==> src/rtl/mtx_loader.sv <==
module mtx_loader #(
  parameter int MAX_LIGHTS  = 16,
  parameter int MAX_BUTTONS = 8
) (
  input  logic                               clk,
  input  logic                               rst,
  input  logic [7:0]                         s_tdata,
  input  logic                               s_tvalid,
  output logic                               s_tready,
  output logic                               rec_valid,
  input  logic                               rec_ready,
  output logic [7:0]                         rec_nlights,
  output logic [MAX_LIGHTS-1:0]              rec_target,
  output logic [7:0]                         rec_nbuttons,
  output logic [MAX_BUTTONS*MAX_LIGHTS-1:0]  rec_masks
);
  localparam int ML = MAX_LIGHTS;
  localparam int MB = MAX_BUTTONS;

  typedef enum logic [2:0] {S_NL, S_TGT, S_NB, S_BTN, S_DONE} st_t;
  st_t        st;
  logic [7:0] bidx, bcnt;
  logic [8:0] nsum;
  logic [7:0] nbytes;
  logic       hs, last_byte;

  assign nsum      = {1'b0, rec_nlights} + 9'd7;
  assign nbytes    = {2'b00, nsum[8:3]};
  assign last_byte = (bidx == nbytes - 8'd1);
  assign s_tready  = (st != S_DONE);
  assign rec_valid = (st == S_DONE);
  assign hs        = s_tvalid && s_tready;

  always_ff @(posedge clk) begin
    if (rst) begin
      st   <= S_NL;
      bidx <= '0;
      bcnt <= '0;
    end else begin
      case (st)
        S_NL: if (hs) begin
          rec_nlights <= s_tdata;
          rec_target  <= '0;
          rec_masks   <= '0;
          bidx        <= '0;
          bcnt        <= '0;
          st          <= (s_tdata == 8'd0) ? S_NB : S_TGT;
        end
        S_TGT: if (hs) begin
          for (int j = 0; j < 8; j++)
            if ((int'(bidx) * 8 + j) < int'(rec_nlights) && (int'(bidx) * 8 + j) < ML)
              rec_target[int'(bidx) * 8 + j] <= s_tdata[j];
          if (last_byte) begin
            bidx <= '0;
            st   <= S_NB;
          end else begin
            bidx <= bidx + 8'd1;
          end
        end
        S_NB: if (hs) begin
          rec_nbuttons <= s_tdata;
          st <= (s_tdata == 8'd0 || rec_nlights == 8'd0) ? S_DONE : S_BTN;
        end
        S_BTN: if (hs) begin
          for (int j = 0; j < 8; j++)
            if ((int'(bidx) * 8 + j) < int'(rec_nlights) && (int'(bidx) * 8 + j) < ML
                && int'(bcnt) < MB)
              rec_masks[int'(bcnt) * ML + int'(bidx) * 8 + j] <= s_tdata[j];
          if (last_byte) begin
            bidx <= '0;
            if (bcnt == rec_nbuttons - 8'd1) st <= S_DONE;
            else bcnt <= bcnt + 8'd1;
          end else begin
            bidx <= bidx + 8'd1;
          end
        end
        S_DONE: if (rec_ready) st <= S_NL;
        default: st <= S_NL;
      endcase
    end
  end

  p_reset_idle_r1: assert property (@(posedge clk) disable iff (rst)
    $past(rst) |-> (s_tready && !rec_valid));

  p_pad_zero_r5: assert property (@(posedge clk) disable iff (rst)
    rec_valid |-> ((rec_target >> rec_nlights) == '0));

  p_hold_r7: assert property (@(posedge clk) disable iff (rst)
    (rec_valid && !rec_ready) |=> (rec_valid && $stable(rec_target)
      && $stable(rec_masks) && $stable(rec_nbuttons) && $stable(rec_nlights)));

  p_stall_r8: assert property (@(posedge clk) disable iff (rst)
    rec_valid |-> !s_tready);

  p_m_zero_r9: assert property (@(posedge clk) disable iff (rst)
    (st == S_NB && hs && s_tdata == 8'd0) |=> rec_valid);
endmodule

==> config.mk <==
export PLATFORM = sky130hd
export DESIGN_NAME = mtx_loader
export DESIGN_NICKNAME = d
export VERILOG_FILES = /design/src/rtl/mtx_loader.sv
export SDC_FILE = /design/constraint.sdc
export NUM_CORES = 1
export LEC_CHECK = 0
export CELL_PAD_IN_SITES_DETAIL_PLACEMENT = 0
export CELL_PAD_IN_SITES_GLOBAL_PLACEMENT = 1
export CORE_MARGIN = 5
export CORE_UTILIZATION = 44
export DETAILED_ROUTE_END_ITERATION = 7
export GPL_TIMING_DRIVEN = 0
export PLACE_DENSITY = 0.84
export SLEW_MARGIN = 5
export SYNTH_ARGS = -nofsm -noshare
export SYNTH_HDL_FRONTEND = slang
export SYNTH_SLANG_ARGS = --single-unit
==> constraint.sdc <==
create_clock -name clk -period 17.4 [get_ports clk]
set_input_delay 2.61 -clock clk [delete_from_list [all_inputs] [get_ports clk]]
set_output_delay 2.61 -clock clk [all_outputs]
set_load 0.05 [all_outputs]
# Word level (Yosys, flattened, before mapping)
# Index checks and enable logic that the tools add are counted.
[op_classes] reduce_logical=48 bitwise=1 mux=131 eq_ne=17 n_lt_le_gt_ge=49 addsub=20
[ops] op="two-way mux 128 bit" n=31
[ops] op="bitwise mux 128 bit" n=8
[ops] op="two-way mux 16 bit" n=31
[ops] op="greater-or-equal comparator 32 x 1 -> 1 bit (second input constant)" n=14
[ops] op="case mux 128 bit (2 select lines)" n=1
[ops] op="less-than comparator 32 x 6 -> 1 bit (second input constant)" n=7
[ops] op="less-than comparator 32 x 9 -> 1 bit" n=7
[ops] op="less-than comparator 32 x 9 -> 1 bit (second input constant)" n=7
[ops] op="bitwise mux 16 bit" n=8
[ops] op="adder 32 x 4 -> 32 bit (second input constant)" n=3
[ops] op="less-than comparator 12 x 5 -> 1 bit (second input constant)" n=7
[ops] op="adder 32 x 3 -> 32 bit (second input constant)" n=2
[ops] op="demux 1 bit (select 7 bit)" n=8
[ops] op="adder 11 x 3 -> 12 bit (second input constant)" n=4
[ops] op="two-way mux 8 bit" n=6
[ops] op="logical AND 1 bit" n=33
[ops] op="adder 32 x 2 -> 32 bit (second input constant)" n=1
[ops] op="case mux 16 bit (2 select lines)" n=1
[ops] op="case mux 8 bit (2 select lines)" n=2
[ops] op="demux 1 bit (select 4 bit)" n=7
[ops] op="two-way mux 3 bit" n=9
[ops] op="adder 11 x 2 -> 12 bit (second input constant)" n=2
[ops] op="less-than comparator 11 x 5 -> 1 bit (second input constant)" n=2
[ops] op="adder 8 x 1 -> 8 bit (second input constant)" n=2
[ops] op="other kinds (32)" n=63
[totals] out_inout_bits=162 word_cells=273 inputBits=12 ff_bits=179

# Longest topological paths before layout
# Gate-level depths: netlist of the first run.
[logic_depth] word_depth=44 mapped_depth=13 mapped_depth_nobuf=11

# Least setup slack after synthesis of the first run
# Ideal clock, no wire load.
[synth_timing] kind="in2reg" from="input s_tvalid" to="register rec_masks[0], enable pin" required_time_ns=16.782 path_buffers=1 arrival_ns=8.588 cell_stages=4 slack_ns=8.194 setup_time_ns=0.618 cell_sequence="clkbuf_1 -> o211ai_1 -> a21o_1 -> nor2_1"
[synth_via] elab_chain_len=3 elab_cells_between_ends=4 classes_between="2 x eq/ne; 2 x reduce/logical"
[synth_rtl] element="start, declared" line="8" rtl="input logic s_tvalid,"
[synth_rtl] element="logical AND 1 bit (*)" line="32" rtl="assign hs = s_tvalid && s_tready;"
[synth_rtl] element="!= test 2 bit (no line)"
[synth_rtl] element="AND reduction 4 bit (no line) (*)"
[synth_rtl] element="end signal, assigned by index" line="68" rtl="rec_masks[int'(bcnt) * ML + int'(bidx) * 8 + j] <= s_tdata[j];"
[synth_rtl] element="end, declared" line="15" rtl="output logic [MAX_BUTTONS*MAX_LIGHTS-1:0] rec_masks"
# Mark *: on every way between the ends. The rest lies on a longest branch, timed or not.
# A chain may end at the register's enable or synchronous reset.

# Worst setup path after layout of the first run
[layout_timing] from="register st[1]" to="output s_tready"
[layout_via] elab_chain_len=1
[layout_rtl] element="start, declared" line="21" rtl="st_t st;"
[layout_rtl] element="start signal, assigned" line="47" rtl="st <= (s_tdata == 8'd0) ? S_NB : S_TGT;"
[layout_rtl] element="start signal, assigned" line="62" rtl="st <= (s_tdata == 8'd0 || rec_nlights == 8'd0) ? S_DONE : S_BTN;"
[layout_rtl] element="!= test 3 bit" line="30" rtl="assign s_tready = (st != S_DONE);"
[layout_rtl] element="end, declared" line="9" rtl="output logic s_tready,"
# Every way passes these cells.

==> results of run 1 <==
[power breakdown]
group	switching (mW)	internal, mW
clock network	0.192	0.190
registers	0.0172	0.494
logic	0.146	0.0617
[through the flow]
| stage | setup WS, ns | hold WS (ns) | total power, mW | cell area (µm²) |
|---|---|---|---|---|
| 2_1_floorplan | 8.194 | 0.5106 | 0.6526 | 9941 |
| 3_3_place_gp | 4.993 | 0.5652 | 0.7265 | 12020 |
| 3_5_place_dp | 12.19 | 0.5665 | 0.7275 | 12180 |
| 4_1_cts | 12.37 | 0.5766 | 1.101 | 12750 |
| 5_1_grt | 12.26 | 0.6159 | 1.132 | 12750 |
| 6_report | 12.36 | 0.5835 | 1.101 | 12750 |
[registers in the layout, indices dropped and copies added, names as in the netlist]
register,cells
rec_masks,128
bcnt,8
rec_target,16
rec_nlights,8
rec_nbuttons,8
st,3
bidx,8
[logic make-up (layout without fill, tap and decap cells)]
group / after synthesis / after routing
AND/OR/NAND/NOR: 508 / 508
XOR/XNOR: 16 / 16
buffers and inverters: 87 / 298
adder cells (fa/ha/maj): 18 / 18
multiplexers: 12 / 12
flip-flops: 179 / 179
AO/OA/AOI/OAI: 251 / 251
[worst reg2reg max path: stages (launching register included)]
cell                       delay, ns
sky130_fd_sc_hd__edfxtp_1       0.42
sky130_fd_sc_hd__buf_6          0.16
sky130_fd_sc_hd__nor3_2         0.44
sky130_fd_sc_hd__nor2_1         0.10
sky130_fd_sc_hd__xnor2_1        0.16
sky130_fd_sc_hd__ha_1           0.24
sky130_fd_sc_hd__or3b_2         0.45
sky130_fd_sc_hd__mux2i_1        0.17
sky130_fd_sc_hd__xnor2_1        0.11
sky130_fd_sc_hd__nor3_2         0.37
sky130_fd_sc_hd__a21oi_1        0.19
sky130_fd_sc_hd__a211oi_1       0.46
sky130_fd_sc_hd__a221oi_1       0.15
[metal layers]
metal | share of wire, % | vias up | GRT usage, %
met2 | 46 | 471 | 41.10
li1 | - | 4289 | -
met1 | 44 | 4502 | 36.54
met4 | 2.3 | 0 | 7.978
met5 | 0 | - | 0
met3 | 7.6 | 62 | 3.977
[area by class of cell]
type	instances	area [µm²]
tap	285	356.6
sequential	179	5185
clock inverter	15	145.1
timing repair buffer	179	1856
multi-input combinational	805	4412
inverter	16	60.06
fill	2007	9687
clock buffer	17	425.4
buffer	71	307.8
[layout by cell type (no fill, tap or decap), types with 3 or more instances in the layout]
cell                                n
sky130_fd_sc_hd__nand2_1          214
sky130_fd_sc_hd__clkdlybuf4s50_1  172
sky130_fd_sc_hd__edfxtp_1         160
sky130_fd_sc_hd__a21oi_1          155
sky130_fd_sc_hd__nand3_1          133
sky130_fd_sc_hd__o21ai_0           60
sky130_fd_sc_hd__clkbuf_1          46
sky130_fd_sc_hd__nor2_1            43
sky130_fd_sc_hd__buf_2             21
sky130_fd_sc_hd__and2_1            19
sky130_fd_sc_hd__dfxtp_1           19
sky130_fd_sc_hd__nor3_2            17
sky130_fd_sc_hd__ha_1              17
sky130_fd_sc_hd__clkbuf_16         17
sky130_fd_sc_hd__inv_1             14
sky130_fd_sc_hd__mux2i_1           12
sky130_fd_sc_hd__xnor2_1           11
sky130_fd_sc_hd__nor3_1            11
sky130_fd_sc_hd__or3_1              9
sky130_fd_sc_hd__nand4_1            8
sky130_fd_sc_hd__or4_1              8
sky130_fd_sc_hd__o211ai_1           7
sky130_fd_sc_hd__nand2b_1           6
sky130_fd_sc_hd__a31oi_1            6
sky130_fd_sc_hd__inv_6              6
sky130_fd_sc_hd__nor2b_1            5
sky130_fd_sc_hd__and3_1             5
sky130_fd_sc_hd__a21o_1             4
sky130_fd_sc_hd__nand3b_1           4
sky130_fd_sc_hd__nor4_1             4
sky130_fd_sc_hd__xor2_1             4
sky130_fd_sc_hd__buf_6              3
sky130_fd_sc_hd__or2_2              3
sky130_fd_sc_hd__nor3_4             3
sky130_fd_sc_hd__clkinv_4           3
sky130_fd_sc_hd__buf_12             3
[worst max path at each step]
stage                         from            end  slack [ns]  cells past startpoint
after detailed placement       rst  rec_masks[13]       12.19                      8
after global routing         st[1]       s_tready       12.26                      3
after global placement         rst  rec_masks[11]        4.99                      4
after floorplan           s_tvalid   rec_masks[0]        8.19                      4
final                        st[1]       s_tready       12.36                      3
after CTS                    st[1]       s_tready       12.37                      3
==> flow_metrics.env, run 1 <==
export IMPL_worst_setup_path_type="reg2out"
export IMPL_maxSlewViolCount=0
export IMPL_instances_no_fill=1567
export IMPL_final_core_utilization_pct=56.82
export IMPL_postSynthCellCount=1071
export IMPL_timing_critical_path_required_ns=14.79
export IMPL_yosys_area_share_adder_pct=2.341
export IMPL_rows=55
export IMPL_synthTopCellsByCount="sky130_fd_sc_hd__nand2_1 (214), sky130_fd_sc_hd__edfxtp_1 (160), sky130_fd_sc_hd__a21oi_1 (155)"
export IMPL_overall_track_demand_over_capacity_in_global_routing_pct=25.78
export IMPL_cts_tree="done"
export IMPL_finalNetCount=1299
export IMPL_drt_antenna_violating_nets=0
export IMPL_cp_arrival_ns=2.43
export IMPL_synth_area_per_cell_um2=9.282
export IMPL_drc=0
export IMPL_grt_overflow_total=0
export IMPL_post_synth_mux_area_share_pct=1.208
export IMPL_netlist_top_cell_by_area="sky130_fd_sc_hd__edfxtp_1"
export IMPL_numPortBuffers=172
export IMPL_diodes=0
export IMPL_detailedRoute_firstIterationViolations=1024
export IMPL_cts_root_buf="sky130_fd_sc_hd__clkbuf_16"
export IMPL_cts_max_level=4
export IMPL_start_kind="flop"
export IMPL_die_area_um2=25700
export IMPL_viasPerCell=5.950
export IMPL_number_of_setup_buffers_added_after_cts=0
export IMPL_dieWidth_um=160.3
export IMPL_critical_path_top_delay_family="buffers and inverters"
export IMPL_floorplan_initialDensity_pct=44.31
export IMPL_critical_path_max_stage_delay_ns=0.87
export IMPL_post_synth_and_or_nand_nor_area_fraction_pct=25.19
export IMPL_number_of_global_route_vias_before_repair=8839
export IMPL_postSynth_topFlopCell="sky130_fd_sc_hd__edfxtp_1"
export IMPL_timing_max_cap_violations=0
export IMPL_detail_route_wirelength_um=34100
export IMPL_grt_max_degree=29
export IMPL_hp_class="reg2reg"
export IMPL_first_pass_grt_wire_length_um=52030
export IMPL_grt_antenna_before_repair=0
export IMPL_worst_r2r_path_depth=12
export IMPL_crit_buf_inv=2
export IMPL_hp_start="bidx[7]"
export IMPL_fraction_of_synthesized_cell_area_in_xor_and_xnor_cells_pct=1.561
export IMPL_worst_r2r_startpoint="rec_nlights[1]"
export IMPL_worst_r2r_setup_slack_ns=13.83
export IMPL_hold_buffers=0
export IMPL_finClkSkew_ns=0.01150
export IMPL_timing_final_crit_period_ns=5.039
export IMPL_power_per_cell_area_nw_per_um2=86.40
export IMPL_cts_reportedPaths_clkPinSlew_ns=0.07
export IMPL_netlist_area_leader_share_pct=48.33
export IMPL_syn2layout_area_growth_pct=28.23
export IMPL_synth_area_um2=9941
export IMPL_post_dp_hpwl_um=24520
export IMPL_synth_most_common_cell="sky130_fd_sc_hd__nand2_1"
export IMPL_firstDrtPassIters=5
export IMPL_synth_lib_cells_used_distinct=64
export IMPL_worst_skew_pair_late_latency_ns=0.44
export IMPL_number_of_placed_instances_taps_included=1535
export IMPL_finalSetupViolCount=0
export IMPL_final_period_util_pct=28.96
export IMPL_maxSlewHeadroom_pct=19.15
export IMPL_synth_edff_count=160
export IMPL_critical_path_slowest_cell="sky130_fd_sc_hd__clkdlybuf4s50_1"
export IMPL_timing_fmax_mhz=198.5
export IMPL_postSynth_asyncResetShare_pct=0
export IMPL_drt_wl_cell_um=21.76
export IMPL_syn_num_nets=1101
export IMPL_synth_yosys_seq_area_share_pct=52.16
export IMPL_timing_critical_path_cells="clkinv_1 > nand3_1 > clkdlybuf4s50_1"
export IMPL_holdPathStages=2
export IMPL_floorplan_core_area_um2=22430
export IMPL_result_of_the_run="complete, no violations"
export IMPL_clkSinkCount=179
export IMPL_slew_worst_pin_ns=1.207
export IMPL_leakage_nw=4.425
export IMPL_rsz0062_at_grt="no"
export IMPL_ir_worst_vdd_uv=60.36
export IMPL_report_final_hold_viol_count=0
export IMPL_final_estimated_routing_congestion_in_global_placement=0.9094
export IMPL_critPathMaxFanout=9
export IMPL_post_route_cells_drive_above_1_share_pct=7.644
export IMPL_pin_count=174
export IMPL_r2r_end="st[0]"
export IMPL_worst_setup_path_end_kind="output port"
export IMPL_synth_top_family_by_area="simple AND/OR/NAND/NOR gates"
export IMPL_fin_tns_setup_ns=0
export IMPL_yosys_warnings=0
export IMPL_cts_buffer_depth=2
export IMPL_fp_dieH_um=160.3
export IMPL_synthTopCellsByArea="sky130_fd_sc_hd__edfxtp_1 (48%), sky130_fd_sc_hd__nand2_1 (8.1%), sky130_fd_sc_hd__a21oi_1 (7.8%)"
export IMPL_holdPathEnd="bidx[7]"
export IMPL_routed_via_count=9324
export IMPL_tritoncts_num_buffers=17
export IMPL_postCtsResizedCells=0
export IMPL_synth_compound_area_share_pct=13.85
export IMPL_synth_seq_cells=179
Note: power is estimated with default switching activity, not from simulation.
==> inputs of run 2 (changes only) <==
Settings changed: CORE_UTILIZATION 44 to 41, PLACE_DENSITY 0.84 to 0.79.
Clock period 17.4 ns to 4.7 ns, I/O delays scaled along.
==> run 2 against run 1 <==
Effect of this change:
- sequential cell count did not move
- final area up 0.50%
- non-clock buffer count shrank 2
- sequential share of layout area is 0.20 points lower
- register-to-register slack got worse by 13 ns
- clock skew up 0.0060 ns
==> flow_metrics.env, run 2 (synthesized netlist as in run 1, its figures left out) <==
export IMPL_leakage_nw=4.430
export IMPL_timing_final_crit_period_ns=3.582
export IMPL_die_area_um2=27460
export IMPL_pin_count=174
export IMPL_total_power_mw=4.176
export IMPL_grt_overflow_total=0
export IMPL_place_ws_ns=1.144
export IMPL_dieWidth_um=165.7
export IMPL_largest_register_ff_count=128
export IMPL_grt_max_degree=31
export IMPL_drt_antenna_violating_nets=0
export IMPL_overall_track_demand_over_capacity_in_global_routing_pct=24.37
export IMPL_cts_reportedPaths_clkPinSlew_ns=0.08
export IMPL_drc=0
export IMPL_cts_tree="done"
export IMPL_final_period_util_pct=76.21
export IMPL_detail_route_wirelength_um=34340
export IMPL_finalSetupViolCount=0
export IMPL_result_of_the_run="complete, no violations"
export IMPL_floorplan_core_area_um2=24110
export IMPL_top_regs="rec_masks: 128 flops, rec_target: 16 flops"
export IMPL_maxSlewHeadroom_pct=15.96
export IMPL_drt_wl_cell_um=21.41
export IMPL_rsz0062_at_grt="no"
export IMPL_rows=57
export IMPL_design_area_um2=12810
export IMPL_report_final_hold_viol_count=0
export IMPL_cp_arrival_ns=3.88
export IMPL_timing_max_cap_violations=0
export IMPL_fp_dieH_um=165.7
export IMPL_start_kind="flop"
export IMPL_numPortBuffers=172
export IMPL_slew_worst_pin_ns=1.255
export IMPL_first_pass_grt_wire_length_um=53140
export IMPL_post_route_cells_drive_above_1_share_pct=7.578
export IMPL_cts_root_buf="sky130_fd_sc_hd__clkbuf_16"
export IMPL_hold_buffers=0
export IMPL_critPathMaxFanout=10
export IMPL_postCtsResizedCells=0
export IMPL_layout_commonest_cell="sky130_fd_sc_hd__nand2_1"
export IMPL_syn2layout_area_growth_pct=28.87
export IMPL_firstDrtPassIters=5
export IMPL_floorplan_initialDensity_pct=41.24
export IMPL_detailedRoute_firstIterationViolations=1007
export IMPL_cts_buffer_depth=2
export IMPL_tritoncts_num_buffers=17
export IMPL_timing_fmax_mhz=279.2
export IMPL_cts_max_level=4
export IMPL_grt_antenna_before_repair=0
export IMPL_worst_skew_pair_late_latency_ns=0.45
export IMPL_number_of_global_route_vias_before_repair=8888
export IMPL_number_of_setup_buffers_added_after_cts=0
export IMPL_hold_worst_slack_ns=0.5768
export IMPL_highest_count_cells_in_the_layout_ignoring_fill_and_taps="sky130_fd_sc_hd__nand2_1 (214), sky130_fd_sc_hd__clkdlybuf4s50_1 (172), sky130_fd_sc_hd__edfxtp_1 (160), sky130_fd_sc_hd__a21oi_1 (155), sky130_fd_sc_hd__nand3_1 (133)"
export IMPL_power_per_cell_area_nw_per_um2=326.0
export IMPL_finClkSkew_ns=0.01748
export IMPL_hp_class="reg2reg"
export IMPL_timing_critical_path_required_ns=5.00
export IMPL_diodes=0
export IMPL_viasPerCell=5.757
export IMPL_finalNetCount=1297
export IMPL_ir_worst_vdd_uv=195.4
export IMPL_maxSlewViolCount=0
export IMPL_clkSinkCount=179
export IMPL_worst_setup_path_type="reg2reg"
export IMPL_worst_setup_path_end_kind="flop"
export IMPL_worst_setup_slack_final_ns=1.118
export IMPL_largest_register="rec_masks"
export IMPL_placed_cell_area_um2=12180
export IMPL_post_dp_hpwl_um=24800
export IMPL_routed_via_count=9235
export IMPL_final_estimated_routing_congestion_in_global_placement=0.8702
[run 2: critical path, stage by stage (launching register included)]
cell	delay, ns
sky130_fd_sc_hd__edfxtp_1	0.43
sky130_fd_sc_hd__inv_1	0.13
sky130_fd_sc_hd__ha_1	0.34
sky130_fd_sc_hd__nand4_1	0.28
sky130_fd_sc_hd__or3_1	0.43
sky130_fd_sc_hd__buf_2	0.22
sky130_fd_sc_hd__nor2_1	0.76
sky130_fd_sc_hd__clkbuf_1	0.50
sky130_fd_sc_hd__o21ai_0	0.20
sky130_fd_sc_hd__a21oi_1	0.15
[run 2: through the flow]
step                cells  util [%]  setup TNS (ns)
finish               1604     53.15               0
global route         1604     53.15               0
CTS                  1604     53.15               0
detailed placement   1572     50.54               0
global placement     1567     50.09          -58.42
floorplan            1071         -               0
[run 2: worst paths after layout]
check	startpoint	endpoint	slack [ns]	cells past startpoint
hold reg to reg	bidx[7]	bidx[7]	0.58	2
hold / removal	bidx[7]	bidx[7]	0.58	2
setup reg to reg	rec_nlights[6]	rec_masks[108]	1.12	9
setup / recovery	rec_nlights[6]	rec_masks[108]	1.12	9
[run 2: power by group]
group / total [mW] / internal, mW / switching, mW
clock: 1.52 / 0.777 / 0.742
combinational: 0.761 / 0.223 / 0.538
sequential: 1.90 / 1.83 / 0.0651
[run 2: routing by layer]
metal | share of wire (%) | global-route usage [%] | vias to the layer above
li1 | - | - | 4290
met5 | 0 | 0 | -
met4 | 2.7 | 7.747 | 0
met2 | 46 | 38.26 | 433
met1 | 44 | 34.31 | 4458
met3 | 7.4 | 4.695 | 54
[run 2: final cells by class]
| class | count | area (µm²) |
|---|---|---|
| flip-flops and latches | 179 | 5185 |
| multi-input cells | 805 | 4412 |
| plain buffers | 71 | 307.8 |
| well taps | 324 | 405.4 |
| fillers | 2298 | 11290 |
| clock buffers | 17 | 425.4 |
| repair buffers | 177 | 1813 |
| inverters | 16 | 60.06 |
| clock inverters | 15 | 202.7 |
==> inputs of run 3 (changes only) <==
Clock period 4.7 ns to 3.53 ns, I/O delays scaled along.
==> run 3 against run 2 <==
Effect of this change:
- wire length hardly changed
- critical path type unchanged
- final area grew 0.54%
- core utilization increased by 0.29 points
- highest routed layer unchanged
- sequential power up 33%
- first-iteration DRC count decreased by 10%
- die area is the same
- maximum frequency is 5.1% higher
==> flow_metrics.env, run 3 (synthesized netlist as in run 1, its figures left out) <==
export IMPL_maxSlewHeadroom_pct=23.87
export IMPL_slew_worst_pin_ns=1.142
export IMPL_cts_max_level=4
export IMPL_viasPerCell=5.726
export IMPL_cts_tree="done"
export IMPL_maxSlewViolCount=0
export IMPL_gr_usage_met1_pct=34.31
export IMPL_largest_register="rec_masks"
export IMPL_rows=57
export IMPL_finalSetupViolCount=0
export IMPL_critPathMaxFanout=10
export IMPL_worst_r2r_startpoint="bcnt[5]"
export IMPL_grt_busiest_layer="met2"
export IMPL_routed_via_count=9208
export IMPL_worst_setup_path_type="reg2reg"
export IMPL_cts_root_buf="sky130_fd_sc_hd__clkbuf_16"
export IMPL_power_per_cell_area_nw_per_um2=432.0
export IMPL_start_kind="flop"
export IMPL_grt_overflow_total=0
export IMPL_top_regs="rec_masks: 128 flops, rec_target: 16 flops"
export IMPL_diodes=0
export IMPL_tritoncts_num_buffers=17
export IMPL_hp_start="bidx[7]"
export IMPL_clkSinkCount=179
export IMPL_timing_critical_path_from="bcnt[5]"
export IMPL_highest_count_cells_in_the_layout_ignoring_fill_and_taps="sky130_fd_sc_hd__nand2_1 (214), sky130_fd_sc_hd__clkdlybuf4s50_1 (172), sky130_fd_sc_hd__edfxtp_1 (160), sky130_fd_sc_hd__a21oi_1 (155), sky130_fd_sc_hd__nand3_1 (133)"
export IMPL_hp_class="reg2reg"
export IMPL_pin_count=174
export IMPL_numPortBuffers=172
export IMPL_layout_area_seq_um2=5185
export IMPL_drc=0
export IMPL_timing_fmax_mhz=293.5
export IMPL_fillCellCount=2290
export IMPL_met2_track_demand_over_resource_in_global_routing_pct=38.26
export IMPL_hold_buffers=0
export IMPL_cts_reportedPaths_clkPinSlew_ns=0.08
export IMPL_grt_antenna_before_repair=0
export IMPL_die_area_um2=27460
export IMPL_post_dp_hpwl_um=24800
export IMPL_timing_final_crit_period_ns=3.407
export IMPL_cts_buffer_depth=2
export IMPL_multi_input_comb_area_um2=4451
export IMPL_floorplan_initialDensity_pct=41.24
export IMPL_final_period_util_pct=96.53
export IMPL_hold_worst_slack_ns=0.5719
export IMPL_report_final_hold_viol_count=0
export IMPL_drt_wl_cell_um=21.34
export IMPL_post_route_cells_drive_above_1_share_pct=8.100
export IMPL_timing_max_cap_violations=0
export IMPL_result_of_the_run="complete, no violations"
export IMPL_worst_skew_pair_late_latency_ns=0.45
export IMPL_first_pass_grt_wire_length_um=53140
export IMPL_detailedRoute_firstIterationViolations=905
export IMPL_fp_dieH_um=165.7
export IMPL_firstDrtPassIters=5
export IMPL_layout_commonest_cell="sky130_fd_sc_hd__nand2_1"
export IMPL_drt_antenna_violating_nets=0
export IMPL_timing_critical_path_required_ns=3.70
export IMPL_fin_tns_setup_ns=0
export IMPL_worst_r2r_setup_slack_ns=0.12
export IMPL_overall_track_demand_over_capacity_in_global_routing_pct=24.37
export IMPL_detail_route_wirelength_um=34320
export IMPL_finalNetCount=1301
export IMPL_syn2layout_area_growth_pct=29.57
export IMPL_final_estimated_routing_congestion_in_global_placement=0.8702
export IMPL_worst_setup_path_end_kind="flop"
export IMPL_dieWidth_um=165.7
export IMPL_use_met3_pct=4.695
export IMPL_leakage_nw=4.488
export IMPL_final_core_utilization_pct=53.43
export IMPL_finClkSkew_ns=0.01976
export IMPL_floorplan_core_area_um2=24110
export IMPL_ir_worst_vdd_uv=263.5
export IMPL_rsz0062_at_grt="no"
export IMPL_grt_max_degree=31
export IMPL_number_of_global_route_vias_before_repair=8888
export IMPL_total_power_mw=5.564
export IMPL_cp_arrival_ns=3.58
export IMPL_largest_register_ff_count=128
-- run 3: changes by cell type in the layout (fill, tap and decap cells not counted), sizes merged --
cell,delta
buf,+4
-- run 3: worst paths after layout --
kind,cells after the start,end
max,8,rec_masks[101]
min,2,bidx[7]
max reg2reg,8,rec_masks[101]
min reg2reg,2,bidx[7]
-- run 3: layer usage --
metal | up-vias | share of wire [%]
li1 | 4294 | -
met1 | 4413 | 43
met2 | 443 | 46
met3 | 58 | 8.1
met4 | 0 | 2.8
met5 | - | 0
-- run 3: through the flow --
step	setup WS, ns	area (µm²)	cells
global route	0.005394	12880	1608
global placement	-1.462	12080	1567
floorplan	0.04178	9948	1071
finish	0.1226	12880	1608
CTS	0.005439	12820	1604
detailed placement	-0.02588	12180	1572
-- run 3: worst max-delay path: stages, from the launching register on --
cell                       delay [ns]
sky130_fd_sc_hd__dfxtp_1         0.48
sky130_fd_sc_hd__ha_1            0.28
sky130_fd_sc_hd__or4_1           0.55
sky130_fd_sc_hd__nor3_2          0.26
sky130_fd_sc_hd__nand3b_1        0.29
sky130_fd_sc_hd__nor3_2          0.73
sky130_fd_sc_hd__nand2_1         0.25
sky130_fd_sc_hd__o21ai_0         0.21
sky130_fd_sc_hd__a21oi_1         0.08
-- run 3: final cells by class --
type                            instances  area share, %
Buffer                                 71          2.390
Clock buffer                           17          3.303
Clock inverter                         15          1.574
Inverter                               16         0.4663
Multi-Input combinational cell        805          34.55
Sequential cell                       179          40.26
Tap cell                              324          3.147
Timing Repair Buffer                  181          14.31
-- run 3: where the power goes --
part           switching, mW  total (mW)  internal (mW)
registers             0.0871        2.52           2.44
clock network          0.987        2.02           1.03
logic                  0.719        1.02          0.299
-- run 3: timing repair --
action	4_1_cts	5_1_grt
setup buffers	0	4
gates resized for setup	1	6
endpoints found under the setup margin	3	25
pin swaps	0	3
